<file path="src/rtl/rtc_cal_divider.sv">
module rtc_cal_divider #(
  parameter int TICKS_PER_SEC  = 32768,
  parameter int FAST_TRIM      = 256,
  parameter int SLOW_TRIM      = 128,
  parameter int SECS_PER_MIN   = 60,
  parameter int MINS_PER_CYCLE = 64,
  parameter int TEST_HALF      = 32,
  localparam int MIN_W         = $clog2(MINS_PER_CYCLE)
) (
  input  logic             clk,
  input  logic             rst_n,
  input  logic             osc_tick,
  input  logic             osc_stop,
  input  logic [5:0]       cal_trim,
  input  logic             cal_test_en,
  output logic             sec_tick,
  output logic [MIN_W-1:0] minute_idx,
  output logic             test_wave
);

  localparam int DIV_W = $clog2(TICKS_PER_SEC + SLOW_TRIM);
  localparam int SEC_W = $clog2(SECS_PER_MIN);
  localparam int TW    = $clog2(TEST_HALF + 1);
  localparam logic [DIV_W-1:0] LIM_NOM  = DIV_W'(TICKS_PER_SEC - 1);
  localparam logic [DIV_W-1:0] LIM_FAST = DIV_W'(TICKS_PER_SEC - 1 - FAST_TRIM);
  localparam logic [DIV_W-1:0] LIM_SLOW = DIV_W'(TICKS_PER_SEC - 1 + SLOW_TRIM);

  logic [DIV_W-1:0] div_cnt, limit;
  logic [SEC_W-1:0] sec_cnt;
  logic [4:0]       mag_q;
  logic             dir_q;
  logic [TW-1:0]    tst_cnt;
  logic             adv, adj, sec_end, min_end;

  assign adv     = osc_tick & ~osc_stop;
  assign adj     = (sec_cnt == '0) && (int'(minute_idx) < 2 * int'(mag_q));
  assign limit   = !adj ? LIM_NOM : (dir_q ? LIM_FAST : LIM_SLOW);
  assign sec_end = adv && (div_cnt == limit);
  assign min_end = sec_end && (sec_cnt == SEC_W'(SECS_PER_MIN - 1));

  always_ff @(posedge clk) begin
    if (!rst_n) begin
      div_cnt    <= '0;
      sec_cnt    <= '0;
      minute_idx <= '0;
      mag_q      <= '0;
      dir_q      <= 1'b0;
      sec_tick   <= 1'b0;
    end else begin
      sec_tick <= sec_end;
      if (adv) div_cnt <= sec_end ? '0 : div_cnt + 1'b1;
      if (sec_end) sec_cnt <= min_end ? '0 : sec_cnt + 1'b1;
      if (min_end) begin
        minute_idx <= (minute_idx == MIN_W'(MINS_PER_CYCLE - 1)) ? '0 : minute_idx + 1'b1;
        mag_q      <= cal_trim[4:0];
        dir_q      <= cal_trim[5];
      end
    end
  end

  always_ff @(posedge clk) begin
    if (!rst_n || !cal_test_en) begin
      tst_cnt   <= '0;
      test_wave <= 1'b0;
    end else if (adv) begin
      if (tst_cnt == TW'(TEST_HALF - 1)) begin
        tst_cnt   <= '0;
        test_wave <= ~test_wave;
      end else begin
        tst_cnt <= tst_cnt + 1'b1;
      end
    end
  end

endmodule

</file>
<file path="config.mk">
export PLATFORM = sky130hd
export DESIGN_NAME = rtc_cal_divider
export DESIGN_NICKNAME = d
export VERILOG_FILES = /design/src/rtl/rtc_cal_divider.sv
export SDC_FILE = /design/constraint.sdc
export NUM_CORES = 1
export LEC_CHECK = 0
export BUFFER_PORTS_ARGS = -buffer_cell sky130_fd_sc_hd__buf_4
export CAP_MARGIN = 10
export CELL_PAD_IN_SITES_DETAIL_PLACEMENT = 1
export CELL_PAD_IN_SITES_GLOBAL_PLACEMENT = 1
export CORE_UTILIZATION = 30
export CTS_CLUSTER_DIAMETER = 30
export DETAILED_ROUTE_END_ITERATION = 12
export GPL_ROUTABILITY_DRIVEN = 0
export PLACE_DENSITY_LB_ADDON = 0.1
export SLEW_MARGIN = 10
export SYNTH_ARGS = -nofsm -noshare
export SYNTH_HDL_FRONTEND = slang
export SYNTH_SLANG_ARGS = --single-unit
</file>
<file path="constraint.sdc">
create_clock -name clk -period 3 [get_ports clk]
set_input_delay 0.45 -clock clk [delete_from_list [all_inputs] [get_ports clk]]
set_output_delay 0.45 -clock clk [all_outputs]
set_load 0.05 [all_outputs]
</file>
; ---- Word level (Yosys, flattened, before mapping)
; Index checks and enable logic that the tools add are counted.
[word_totals]
ff_bits = 42
output_inout_bits = 8
inputBits = 11
word_cells = 34
[op_classes]
bitwise = 3
n_eq_ne = 4
n_lt_le_gt_ge = 1
n_mux = 6
n_reduce_logical = 8
n_addsub = 4
[op_table]
columns = op, count
row1 = 16-bit two-way mux, 3
row2 = "6-bit by 1-bit adder with 6-bit output, second input constant", 3
row3 = 6-bit two-way mux, 3
row4 = "16-bit by 1-bit adder with 16-bit output, second input constant", 1
row5 = 16-bit == test, 1
row6 = "6-bit == test, second input constant", 2
row7 = "6-bit by 5-bit == test with 1-bit output, second input constant", 1
row8 = 6-bit logical NOT, 1
row9 = 6-bit less-than comparator, 1
row10 = 1-bit logical AND, 3
row11 = 1-bit logical NOT, 2
row12 = 1-bit inverter, 2
row13 = 2-bit AND reduction, 1
row14 = 1-bit bitwise AND, 1
row15 = 1-bit logical OR, 1

; ---- Depth between registers and ports, before layout
[depth]
ltp_word = 7
depth_mapped = 9
depth_no_buf = 8

; ---- Worst setup path after synthesis
; Ideal clock, no wire load.
[synth_timing]
kind = register to register
from = register minute_idx[5]
to = register sec_cnt[3]
synth_period_minus_slack_ps = 2925
stages_incl_launch_ff = 8
n_path_buf = 0
required_ps = 2914
slack_ps = 75
arrival_ps = 2839
path_cell_list = dfxtp_1 > ha_1 > a211oi_1 > nand2_1 > a311oi_1 > mux2_4 > or4_1 > a211oi_1
[synth_between]
elab_chain_len = 7
[synth_rtl]
columns = element, line
row1 = from (decl), 17  ; output logic [MIN_W-1:0] minute_idx,
row2 = from (signal assigned), 54  ; minute_idx <= (minute_idx == MIN_W'(MINS_PER_CYCLE - 1)) ? '0 : minute_idx + 1'b1;
row3 = 6-bit less-than comparator *, 36  ; assign adj = (sec_cnt == '0) && (int'(minute_idx) < 2 * int'(mag_q));
row4 = 1-bit logical AND *, 36
row5 = 16-bit two-way mux *, 37  ; assign limit = !adj ? LIM_NOM : (dir_q ? LIM_FAST : LIM_SLOW);
row6 = 16-bit == test *, 38  ; assign sec_end = adv && (div_cnt == limit);
row7 = 1-bit logical AND *, 38
row8 = 1-bit logical AND, 39  ; assign min_end = sec_end && (sec_cnt == SEC_W'(SECS_PER_MIN - 1));
row9 = 6-bit two-way mux, 52  ; if (sec_end) sec_cnt <= min_end ? '0 : sec_cnt + 1'b1;
row10 = to (signal assigned), 52
row11 = to (decl), 29  ; logic [SEC_W-1:0] sec_cnt;
; Every way passes the cells marked *; elsewhere a longest branch is shown, timed or not.
; A chain may end at the register's enable or synchronous reset.

; ---- Worst setup path in the final report
[layout_timing]
from = register mag_q[4]
to = register minute_idx[3]
[layout_between]
elab_chain_len = 6
[layout_rtl]
columns = element, line
row1 = from (decl), 30  ; logic [4:0] mag_q;
row2 = from (signal assigned), 55  ; mag_q <= cal_trim[4:0];
row3 = 6-bit less-than comparator, 36
row4 = 1-bit logical AND, 36
row5 = 16-bit two-way mux, 37
row6 = 16-bit == test, 38
row7 = 1-bit logical AND, 38
row8 = 1-bit logical AND, 39
; No other way between the ends.

==> flow_metrics.tcl <==
set metrics [dict create \
    status "finished, final reports clean" \
    setup_viol 0 \
    yosysTopAreaCellShare 0.384 \
    synth.distinct_cells 48 \
    synth.ff_latch_count 42 \
    drtIter0Drc 52 \
    grt_pass1_wl_mm 9.18 \
    tns_ns 0 \
    finalPower_uw 1060 \
    cp.required_ns 3.21 \
    gr-usage-all-layers 0.158 \
    slowest_stage "mux2_4" \
    clkTransAtPathRegs_ns 0.08 \
    netlist_area_mm2 0.00219 \
    clk_path_buf_depth 2 \
    rows 30 \
    grt_start_max_net_pins 30 \
    p_leak_uw 0.000945 \
    io_buffer_count 18 \
    grt_overflow 0 \
    fp.dieArea_mm2 0.00765 \
    cts_buffers 5 \
    fin_nets 303 \
    maxSlewHeadroom 0.708 \
    syn_nets 279 \
    route.vias.total 1892 \
    worstPathMaxFanout 19 \
    syn_to_final_growth_pct 17.9 \
    max_freq_ghz 0.366 \
    grt_pass1_vias 1930 \
    ys_async_sr_fraction 0 \
    synth_largest_area_cell "dfxtp_1" \
    post-dp-hpwl_mm 3.91 \
    final_max_slew_viol_count 0 \
    start_util 0.317 \
    postSynthAreaPerCell_um2 8.46 \
    combPwrFrac 0.035 \
    die_height_um 87.5 \
    synthTopCellsByArea "dfxtp_1 (38%), nand2_1 (7.4%), xor2_1 (5.2%)" \
    rsz0062_at_grt "false" \
    htreeDepth 2 \
    final_core_util 0.374 \
    yosys_warnings 0 \
    ioPinCount 19 \
    swShare 0.226 \
    chipWidth_um 87.5 \
    antenna_found_initial 0 \
    worst-setup-path-type "reg2reg" \
    p_switching_uw 240 \
    multiInputGateArea_mm2 0.00128 \
    cts_tree "built" \
    power_frac_seq 0.528 \
    drv_cap 0 \
    firstDrtPassIters 4 \
    p_clk_frac 0.437 \
    powerDensity_mw_per_mm2 412 \
    antenna_cells 0 \
    cp-start-kind "register" \
    finalCriticalPeriod_ns 2.73 \
    arrival_ns 2.95 \
    core_mm2 0.00691 \
    drt_wl_total_mm 5.45 \
    via_per_inst 4.98 \
    wl_per_cell_um 14.3 \
    cts.sinks 42 \
    synth-edff-count 0 \
    worstMarginPinSlew_ns 0.433 \
    ant_nets 0 \
    hold_path_class "in2reg" \
    ys.flop_type "dfxtp_1" \
    hold_violations 0 \
    finClkSkew_ns 0.00996 \
    drive_above_1_share 0.141 \
    ir_drop_v 0.000187 \
    p_int_uw 823 \
    netlist_instances 259 \
    drc_errors 0 \
    worst_path_largest_cell_delay_ns 0.44 \
    nFillCells 839 \
    path_cells "inv_1 > ha_1 > a211oi_1 > nand2_1 > a311oi_2 > mux2_4 > or3_4 > o41ai_2" \
    final_common_cell "nand2_1" \
    cp-end-kind "register" \
    cts_root_buf "clkbuf_8" \
    layout_common_cells "nand2_1 (43), dfxtp_1 (42), nor2_1 (26), buf_4 (26), xor2_1 (13)" \
    ys_seq_area_frac 0.384 \
    final-seq-area_um2 841 \
    clk-insertion-delay-late_ns 0.31 \
    finalCritPeriodShare 0.911 \
    hold_slack_ns 0.393 \
]
[metrics by stage]
step	setup slack (ns)	std cells	instance area (µm²)
finish	0.267	380	2580
global placement	0.263	372	2470
floorplan	0.0755	259	2190
CTS	0.149	380	2580
global route	0.0368	380	2580
detailed placement	0.190	372	2470
[worst paths after layout]
kind | from | to | slack, ns | depth (start not counted)
max | mag_q[4] | minute_idx[3] | 0.27 | 8
min | cal_trim[2] | mag_q[2] | 0.39 | 3
max reg2reg | mag_q[4] | minute_idx[3] | 0.27 | 8
min reg2reg | mag_q[2] | mag_q[2] | 0.46 | 2
[layer usage]
layer | wire length, µm | share of wire | vias up | global-route usage
met5 | 0 | 0 | - | 0
li1 | - | - | 966 | -
met3 | 170 | 0.031 | 5 | 0.0455
met1 | 2740 | 0.50 | 899 | 0.200
met2 | 2490 | 0.46 | 22 | 0.261
met4 | 55 | 0.010 | 0 | 0.0447
[kinds of logic after synthesis]
family	Yosys count	share of synthesized area
simple gates	120	0.272
flops	42	0.384
compound gates	41	0.135
xor+xnor	18	0.0720
buf+inv	18	0.0337
mux	11	0.0525
fa+ha+maj	9	0.0514
[area by class of cell]
cell class              count  area share
clock buffers               6      0.0281
clock inverters             2      0.0145
inverters                   9      0.0131
multi-input cells         199       0.497
flip-flops and latches     42       0.326
well taps                  96      0.0465
repair buffers             26      0.0756
[cell usage after synthesis (all sizes together) (2+ instances only)]
| cell | number |
|---|---|
| a211oi | 3 |
| a21oi | 10 |
| a311oi | 2 |
| a32o | 2 |
| and3 | 2 |
| and4 | 2 |
| buf | 3 |
| clkbuf | 6 |
| dfxtp | 42 |
| ha | 9 |
| inv | 9 |
| mux2i | 10 |
| nand2 | 43 |
| nand2b | 3 |
| nand3 | 9 |
| nand3b | 2 |
| nand4 | 10 |
| nor2 | 26 |
| nor2b | 3 |
| nor3 | 3 |
| nor4 | 4 |
| o211ai | 2 |
| o21ai | 8 |
| o311ai | 3 |
| o41ai | 3 |
| or2 | 2 |
| or3 | 6 |
| xnor2 | 5 |
| xor2 | 13 |
[state kept, by name, indices dropped and copies added (netlist names)]
register    cells
sec_cnt         6
dir_q           1
test_wave       1
tst_cnt         6
minute_idx      6
div_cnt        16
mag_q           5
sec_tick        1
[worst max-delay path: cells and delay by family (launching register included)]
family / cells / cell delay, ns
AO/OA/AOI/OAI: 3 / 0.87
buffers and inverters: 1 / 0.05
AND/OR/NAND/NOR: 2 / 0.59
multiplexers: 1 / 0.44
adder cells (fa/ha/maj): 1 / 0.34
flip-flops: 1 / 0.34
[what timing repair did]
item                                    4_1_cts  5_1_grt
hold buffers                                  0        0
setup buffers                                 0        0
resized for setup                             0        1
endpoints found under the hold margin         0        0
endpoints found under the setup margin        0        2
[power by group through the flow]
stage | combinational [µW] | clock [µW] | sequential [µW]
detailed placement | 38.7 | 0 | 574
CTS | 38.8 | 488 | 561
global placement | 38.4 | 0 | 574
finish | 37.7 | 465 | 561
global route | 42.3 | 512 | 562
floorplan | 21.0 | 0 | 574
No activity file was read; power rests on OpenSTA's default activity.
